### src/rtl/dmatrig_pkg.sv
package dmatrig_pkg;

    localparam int SEL_W = 3;

    localparam logic [SEL_W-1:0] SEL_CTL_RX = 3'd1;
    localparam logic [SEL_W-1:0] SEL_CTL_TX = 3'd2;
    localparam logic [SEL_W-1:0] SEL_TGT_RX = 3'd3;
    localparam logic [SEL_W-1:0] SEL_TGT_TX = 3'd4;

    // index of each source inside the condition vector
    localparam int SRC_CTL_RX = 0;
    localparam int SRC_CTL_TX = 1;
    localparam int SRC_TGT_RX = 2;
    localparam int SRC_TGT_TX = 3;
    localparam int N_SRC      = 4;

    // done flag bit positions
    localparam int FLG_CTL_TX = 0;
    localparam int FLG_CTL_RX = 1;
    localparam int FLG_TGT_TX = 2;
    localparam int FLG_TGT_RX = 3;
    localparam int N_FLG      = 4;

    typedef enum logic [1:0] {
        ROLE_NONE = 2'd0,
        ROLE_CTL  = 2'd1,
        ROLE_TGT  = 2'd2
    } role_e;

endpackage

### src/rtl/lvl_cmp.sv
module lvl_cmp #(
    parameter int LVL_W = 4,
    parameter bit IS_RX = 1'b1
) (
    input  logic [LVL_W-1:0] level,
    input  logic [LVL_W-1:0] thresh,
    output logic             hit
);
    generate
        if (IS_RX) begin : g_rx
            always_comb hit = (level >= thresh);
        end else begin : g_tx
            always_comb hit = (level <= thresh);
        end
    endgenerate
endmodule

### src/rtl/trig_channel.sv
module trig_channel
    import dmatrig_pkg::*;
(
    input  logic             clk,
    input  logic             rst_n,
    input  logic [SEL_W-1:0] sel,
    input  logic [N_SRC-1:0] cond,
    output logic             req,
    output role_e            role
);
    typedef struct packed {
        logic req;
    } chan_st_t;

    chan_st_t st_d, st_q;
    logic     hit;

    always_comb begin
        st_d = st_q;
        hit  = 1'b0;
        role = ROLE_NONE;
        case (sel)
            SEL_CTL_RX: begin hit = cond[SRC_CTL_RX]; role = ROLE_CTL; end
            SEL_CTL_TX: begin hit = cond[SRC_CTL_TX]; role = ROLE_CTL; end
            SEL_TGT_RX: begin hit = cond[SRC_TGT_RX]; role = ROLE_TGT; end
            SEL_TGT_TX: begin hit = cond[SRC_TGT_TX]; role = ROLE_TGT; end
            default:    begin hit = 1'b0;             role = ROLE_NONE; end
        endcase
        st_d.req = hit;
    end

    always_ff @(posedge clk or negedge rst_n) begin
        if (!rst_n) st_q <= '0;
        else        st_q <= st_d;
    end

    assign req = st_q.req;


    sel_off_chk: assert property (@(posedge clk) disable iff (!rst_n)
        (sel == 3'd0 || sel > SEL_TGT_TX) |=> !req);


    ctl_tx_route_chk: assert property (@(posedge clk) disable iff (!rst_n)
        (sel == SEL_CTL_TX) |=> (req == $past(cond[SRC_CTL_TX])));


    tgt_rx_route_chk: assert property (@(posedge clk) disable iff (!rst_n)
        (sel == SEL_TGT_RX) |=> (req == $past(cond[SRC_TGT_RX])));
endmodule

### src/rtl/done_flag_bank.sv
module done_flag_bank
    import dmatrig_pkg::*;
(
    input  logic             clk,
    input  logic             rst_n,
    input  logic [N_FLG-1:0] set,
    input  logic [N_FLG-1:0] clr,
    output logic [N_FLG-1:0] flags
);
    typedef struct packed {
        logic [N_FLG-1:0] flags;
    } flag_st_t;

    flag_st_t st_d, st_q;

    always_comb begin
        st_d       = st_q;
        st_d.flags = (st_q.flags & ~clr) | set;
    end

    always_ff @(posedge clk or negedge rst_n) begin
        if (!rst_n) st_q <= '0;
        else        st_q <= st_d;
    end

    assign flags = st_q.flags;

    generate
        for (genvar i = 0; i < N_FLG; i++) begin : g_chk

            set_wins_chk: assert property (@(posedge clk) disable iff (!rst_n)
                set[i] |=> flags[i]);

            clear_chk: assert property (@(posedge clk) disable iff (!rst_n)
                (clr[i] && !set[i]) |=> !flags[i]);

            sticky_chk: assert property (@(posedge clk) disable iff (!rst_n)
                (!clr[i] && !set[i]) |=> $stable(flags[i]));
        end
    endgenerate
endmodule

### src/rtl/fifo_dma_trigger_router.sv
module fifo_dma_trigger_router
    import dmatrig_pkg::*;
#(
    parameter int LVL_W = 4
) (
    input  logic             clk,
    input  logic             rst_n,
    input  logic [LVL_W-1:0] ctl_rx_level,
    input  logic [LVL_W-1:0] ctl_tx_level,
    input  logic [LVL_W-1:0] tgt_rx_level,
    input  logic [LVL_W-1:0] tgt_tx_level,
    input  logic [LVL_W-1:0] ctl_rx_thresh,
    input  logic [LVL_W-1:0] ctl_tx_thresh,
    input  logic [LVL_W-1:0] tgt_rx_thresh,
    input  logic [LVL_W-1:0] tgt_tx_thresh,
    input  logic [2:0]       ch0_sel,
    input  logic [2:0]       ch1_sel,
    input  logic [1:0]       dma_done,
    input  logic [3:0]       irq_clr,
    output logic [1:0]       dma_req,
    output logic [3:0]       done_irq
);
    localparam int N_CH = 2;

    logic [N_SRC-1:0][LVL_W-1:0] lvl, thr;
    logic [N_SRC-1:0]            cond;
    logic [N_CH-1:0][SEL_W-1:0]  sel;
    role_e                       role [N_CH];
    logic [N_FLG-1:0]            flag_set;

    assign lvl[SRC_CTL_RX] = ctl_rx_level;
    assign lvl[SRC_CTL_TX] = ctl_tx_level;
    assign lvl[SRC_TGT_RX] = tgt_rx_level;
    assign lvl[SRC_TGT_TX] = tgt_tx_level;
    assign thr[SRC_CTL_RX] = ctl_rx_thresh;
    assign thr[SRC_CTL_TX] = ctl_tx_thresh;
    assign thr[SRC_TGT_RX] = tgt_rx_thresh;
    assign thr[SRC_TGT_TX] = tgt_tx_thresh;
    assign sel[0] = ch0_sel;
    assign sel[1] = ch1_sel;

    generate
        for (genvar s = 0; s < N_SRC; s++) begin : g_src
            lvl_cmp #(
                .LVL_W (LVL_W),
                .IS_RX (s == SRC_CTL_RX || s == SRC_TGT_RX)
            ) u_cmp (
                .level  (lvl[s]),
                .thresh (thr[s]),
                .hit    (cond[s])
            );
        end
        for (genvar c = 0; c < N_CH; c++) begin : g_ch
            trig_channel u_ch (
                .clk   (clk),
                .rst_n (rst_n),
                .sel   (sel[c]),
                .cond  (cond),
                .req   (dma_req[c]),
                .role  (role[c])
            );
        end
    endgenerate

    always_comb begin
        flag_set = '0;
        for (int c = 0; c < N_CH; c++) begin
            if (dma_done[c]) begin
                if (role[c] == ROLE_CTL) begin
                    flag_set[FLG_CTL_TX] = 1'b1;
                    flag_set[FLG_CTL_RX] = 1'b1;
                end else if (role[c] == ROLE_TGT) begin
                    flag_set[FLG_TGT_TX] = 1'b1;
                    flag_set[FLG_TGT_RX] = 1'b1;
                end
            end
        end
    end

    done_flag_bank u_flags (
        .clk   (clk),
        .rst_n (rst_n),
        .set   (flag_set),
        .clr   (irq_clr),
        .flags (done_irq)
    );


    ctl_done_pair_chk: assert property (@(posedge clk) disable iff (!rst_n)
        (dma_done[0] && (ch0_sel == SEL_CTL_RX || ch0_sel == SEL_CTL_TX))
        |=> (done_irq[FLG_CTL_TX] && done_irq[FLG_CTL_RX]));


    tgt_done_pair_chk: assert property (@(posedge clk) disable iff (!rst_n)
        (dma_done[1] && (ch1_sel == SEL_TGT_RX || ch1_sel == SEL_TGT_TX))
        |=> (done_irq[FLG_TGT_TX] && done_irq[FLG_TGT_RX]));


    rx_ge_chk: assert property (@(posedge clk) disable iff (!rst_n)
        (ch0_sel == SEL_CTL_RX && ctl_rx_level >= ctl_rx_thresh) |=> dma_req[0]);


    tx_le_chk: assert property (@(posedge clk) disable iff (!rst_n)
        (ch1_sel == SEL_TGT_TX && tgt_tx_level > tgt_tx_thresh) |=> !dma_req[1]);
endmodule

### config.mk
export PLATFORM = sky130hd
export DESIGN_NAME = fifo_dma_trigger_router
export DESIGN_NICKNAME = d
export VERILOG_FILES = /design/src/rtl/dmatrig_pkg.sv /design/src/rtl/lvl_cmp.sv /design/src/rtl/trig_channel.sv /design/src/rtl/done_flag_bank.sv /design/src/rtl/fifo_dma_trigger_router.sv
export SDC_FILE = /design/constraint.sdc
export NUM_CORES = 1
export LEC_CHECK = 0
export BUFFER_PORTS_ARGS = -buffer_cell sky130_fd_sc_hd__clkbuf_2
export CORE_MARGIN = 3
export CORE_UTILIZATION = 40
export CTS_BUF_LIST = sky130_fd_sc_hd__clkbuf_4
export CTS_CLUSTER_SIZE = 12
export DETAILED_ROUTE_END_ITERATION = 8
export PLACE_DENSITY = 0.81
export SYNTH_ARGS = -nofsm -noshare
export SYNTH_HDL_FRONTEND = slang
export SYNTH_SLANG_ARGS = --single-unit
### constraint.sdc
create_clock -name clk -period 0.9 [get_ports clk]
set_clock_uncertainty 0.2 [all_clocks]
set_input_delay 0 -clock clk [delete_from_list [all_inputs] [get_ports clk]]
set_output_delay 0 -clock clk [all_outputs]
set_load 0.005 [all_outputs]
==> After elaboration in Yosys (flattened, before gate mapping) <==
Cells that the tools add are included.
{ "word_totals": {"reg_bits": 6, "input_bits": 46, "out_inout_bits": 6, "elab_cells": 38} }
{ "op_classes": {"order_cmp": 4, "eq_ne": 12, "mux": 12, "bitwise_logic": 3, "n_reduce_logical": 4} }
{ "op_table": {"columns": ["op", "n"], "rows": [
  ["3-bit by 2-bit == test with 1-bit output (second input constant)", 4],
  ["2-bit two-way mux", 6],
  ["4-bit greater-or-equal comparator", 2],
  ["4-bit <= comparator", 2],
  ["4-bit two-way mux", 2],
  ["1-bit case mux with 4 select lines", 2],
  ["2-bit case mux with 2 select lines", 2],
  ["2-bit OR reduction", 4],
  ["3-bit by 1-bit == test with 1-bit output (second input constant)", 2],
  ["3-bit == test (second input constant)", 2],
  ["4-bit bitwise AND", 1],
  ["2-bit by 1-bit == test with 1-bit output (second input constant)", 2],
  ["2-bit == test (second input constant)", 2],
  ["4-bit inverter", 1],
  ["4-bit OR", 1]
]} }

==> Depth between registers and ports, before layout <==
{ "logic_depth": {"depth_word": 11, "depth_mapped": 7} }

==> By module <==
From an unflattened synthesis, not the netlist that was laid out.
{ "hier_totals": {"hier_cells": 90, "area_unflattened_um2": 785.8} }
{ "modules_own_cells": {"columns": ["mod", "instances", "cells_each", "area_per_inst_um2", "seq_area_each_um2"], "rows": [
  ["lvl_cmp", 4, 13, 100.1, 0.0],
  ["trig_channel", 2, 10, 100.1, 25.0],
  ["done_flag_bank", 1, 12, 145.1, 100.1],
  ["fifo_dma_trigger_router", 1, 6, 40.0, 0.0]
]} }

==> Least setup slack after synthesis <==
Ideal clock, no wire load.
{ "synth_path": {"kind": "in2reg", "from": "in ctl_rx_level[0]", "to": "reg g_ch[0].u_ch.st_q", "setup_time_ns": 0.129, "arrival_time_ns": 0.994, "required_ns": 0.571, "path_slack_ns": -0.423, "cell_stages": 7, "n_path_buf": 0, "cell_sequence": "inv_1 ha_1 nand2b_4 a211oi_2 o21bai_1 a221oi_2 o21ai_1"} }
{ "synth_between": {"elab_chain_cells": 2} }
{ "synth_lines": {"columns": ["item", "line", "rtl"], "rows": [
  ["start: declaration", "fifo_dma_trigger_router.sv:8", "input logic [LVL_W-1:0] ctl_rx_level,"],
  ["4-bit greater-or-equal comparator", "lvl_cmp.sv:11", "always_comb hit = (level >= thresh);"],
  ["1-bit case mux with 4 select lines", "trig_channel.sv:22", "case (sel)"],
  ["via g_ch[0].u_ch.hit", "trig_channel.sv:16", "logic hit;"],
  ["end signal: assignment", "trig_channel.sv:34", "else st_q <= st_d;"],
  ["end: declaration", "trig_channel.sv:15", "chan_st_t st_d, st_q;"]
]} }
The timed path passes the listed nets, and every way through them passes these cells.

==> Worst setup path after layout <==
{ "layout_path": {"from": "in tgt_tx_thresh[1]", "to": "reg g_ch[1].u_ch.st_q"} }
{ "layout_between": {"elab_chain_cells": 2} }
{ "layout_lines": {"columns": ["item", "line", "rtl"], "rows": [
  ["start: declaration", "fifo_dma_trigger_router.sv:15", "input logic [LVL_W-1:0] tgt_tx_thresh,"],
  ["4-bit <= comparator", "lvl_cmp.sv:13", "always_comb hit = (level <= thresh);"],
  ["1-bit case mux with 4 select lines", "trig_channel.sv:22", null],
  ["via g_ch[1].u_ch.hit", "trig_channel.sv:16", null],
  ["end signal: assignment", "trig_channel.sv:34", null],
  ["end: declaration", "trig_channel.sv:15", null]
]} }
The timed path passes the listed nets, and every way through them passes these cells.

==> metrics <==
failing checks negative hold slack, negative setup slack; hpwl dp 1720 um; worst-margin pin slew 0.236 ns; final setup vio count 7; routability cong. 0.694; remaining global-route overflow 0; Area growth, synth to finish 67.5%; CTS tree built; Routed WL per cell 11.1 um; starting density of the core 0.430; worst rel slew slack 0.840; number of antenna violations at the first check in global routing 0; switching part of the total 0.304; Maximum Capacitance Violations 0; HP Start dma_done[0]; slowest stage delay, CP 0.25 ns; register bit total from synthesis 6; Synth Net Count 153; CTS Buffer Depth 2; Clk pwr share 0.223; final cycle utilization of the critical path 1.29; Setup crit end kind flip-flop; Max Fclk 0.861 GHz; Worst Path Required 0.81 ns; # rows 15; cells along the critical path buf_6 > inv_4 > ha_4 > nor2b_4 > o211ai_1 > a21boi_1 > a2bb2oi_1 > o311ai_1; Reg-to-Reg Start u_flags.flags[3]$_DFF_PN0_; TritonRoute pass-1 iters 2; maximum VDD drop ~380 uV; Seq/Total Area, Yosys 0.198; initial DRC count 3; core area 1760 um2; Sw Pwr 0.328 mW; CTS root buffer clkbuf_4; Synth cell types 32; Leakage Power 0.699 nW; worst hold path type in2reg; Die ar. 2450 um2; Antenna Cells 0; routed via count 867; worst-path maximum fanout 2; design area 1270 um2; Avg Inst Size Synth 8.33 um2; Util after Layout 0.720; clock period minus worst slack 1.16 ns; final setup margin -0.261 ns; worst skew pair latency 0.24 ns; Final ANT Viol Nets 0; cell family with most CP delay compound AO/OA/AOI/OAI gates; crit path DAT 1.07 ns; mapped cell area 758 um2; Flop pwr share 0.300; Sink Count 6; final net count 218; total power 1.08 mW; crit path launch tgt_tx_thresh[1]; layout cell share with drive strength beyond 1 0.545; RSZ-0062 raised after global routing true; hold slack -0.161 ns; Top-Level Pins 52; hold_buf cts 4; Final Hold Viols 12; R2R setup slack 0.02 ns; outcome finished, violations left; cell count after synthesis 91; CP startpoint kind input pin; placed cell areas 1120 um2; Synth warnings 0; H-tree levels 1; number of remaining DRC errors 0; largest net degree at the start of global routing 7; Num CTS Buffers 3; Logic pwr share 0.478; IO buf count 51; Die H 49.5 um; WL final 1990 um; Worst Setup Path Type in2reg; first-pass GRT wire length about 3300 um; most frequent cells in the layout clkbuf_2 (48), inv_1 (14), ha_1 (11); Worst-path clk slew 0.04 ns; internal power 0.749 mW; Tot GR Track Use 0.171; Slew Limit Fails 0; Bufs and invs on worst path 2; Vias per Instance 4.84; commonest non-fill, non-tap cell in the layout clkbuf_2; vias in the first global route 883; Crit-path slowest cell ha_4; pwr/cell area 847 nW/um2; die width 49.5 um
[power groups by stage]
stage               registers, mW  logic [mW]  clock network, mW
global placement            0.323       0.415                  0
finish                      0.323       0.514              0.239
floorplan                   0.326       0.230                  0
detailed placement          0.327       0.440                  0
global route                0.327       0.590              0.255
CTS                         0.323       0.472              0.243
[what timing repair did]
item,4_1_cts,5_1_grt
setup buffers,1,0
endpoints found under the hold margin,12,11
pin swaps,3,9
gates resized for setup,2,19
setup endpoints to repair,7,11
[worst paths after layout]
| check | to | cells past startpoint |
|---|---|---|
| max | g_ch[1].u_ch.req$_DFF_PN0_ | 8 |
| min | u_flags.flags[3]$_DFF_PN0_ | 3 |
| max reg2reg | u_flags.flags[3]$_DFF_PN0_ | 2 |
| min reg2reg | u_flags.flags[2]$_DFF_PN0_ | 2 |
| max in group asynchronous | u_flags.flags[1]$_DFF_PN0_ | 2 |
| min in group asynchronous | g_ch[1].u_ch.req$_DFF_PN0_ | 2 |
[worst register-to-register path, stage by stage, from the launching register on]
cell and delay, ns:
dfrtp_1 0.38, nand2b_1 0.09, nand3_1 0.08
[synth_stat cells (all sizes together)]
| library cell | instances | area share |
|---|---|---|
| inv | 19 | 0.094 |
| xnor2 | 1 | 0.012 |
| a21oi | 5 | 0.033 |
| o21ai | 7 | 0.046 |
| a31oi | 1 | 0.0083 |
| nand2 | 2 | 0.0099 |
| nand3 | 3 | 0.020 |
| buf | 2 | 0.020 |
| nand2b | 6 | 0.059 |
| nand4 | 1 | 0.0083 |
| or3 | 1 | 0.0083 |
| dfrtp | 6 | 0.20 |
| and3b | 1 | 0.013 |
| o211ai | 2 | 0.020 |
| xor2 | 1 | 0.012 |
| nor3 | 1 | 0.0066 |
| ha | 16 | 0.26 |
| a221oi | 1 | 0.020 |
| and4 | 1 | 0.012 |
| o21bai | 1 | 0.0099 |
| o22a | 1 | 0.013 |
| a21boi | 1 | 0.0099 |
| and3 | 2 | 0.018 |
| nor3b | 2 | 0.020 |
| a211oi | 1 | 0.016 |
| nor2b | 2 | 0.016 |
| a2bb2oi | 1 | 0.012 |
| nor2 | 2 | 0.0099 |
| o311ai | 1 | 0.012 |
[stage by stage]
| step | instances | TNS (ns) | worst slack [ns] |
|---|---|---|---|
| floorplan | 91 | -0.638 | -0.334 |
| global placement | 171 | -1.31 | -0.513 |
| detailed placement | 171 | -1.41 | -0.545 |
| CTS | 179 | -0.649 | -0.259 |
| global route | 179 | -0.880 | -0.315 |
| finish | 179 | -0.622 | -0.261 |
[state kept, by name, indices dropped and copies added (netlist names)]
register and flops:
g_ch.u_ch.req 2, u_flags.flags 4
[logic make-up (layout without fill, tap and decap cells)]
kind of cell	Yosys count	count (layout)	share of synthesized area
flops	6	6	0.198
fa+ha+maj	16	16	0.264
xor+xnor	2	2	0.0231
compound gates	22	22	0.200
simple gates	24	24	0.201
buf+inv	21	84	0.114
[metal layers]
metal / global-route usage / wire length, um / vias up / share of wire
met5: 0 / 0 / - / 0
met4: 0.0691 / 17 / 0 / 0.0085
met3: 0.0242 / 107 / 2 / 0.054
met2: 0.341 / 1150 / 32 / 0.58
met1: 0.171 / 712 / 390 / 0.36
li1: - / - / 443 / -
[cell type report]
cell class	instances	area (um2)
Clock buffer	3	22.5
Fill cell	152	494
Inverter	19	81.3
Multi-Input combinational cell	64	622
Sequential cell	6	150
Tap cell	25	31.3
Timing Repair Buffer	62	363
Note: power is estimated with default switching activity, not from simulation.
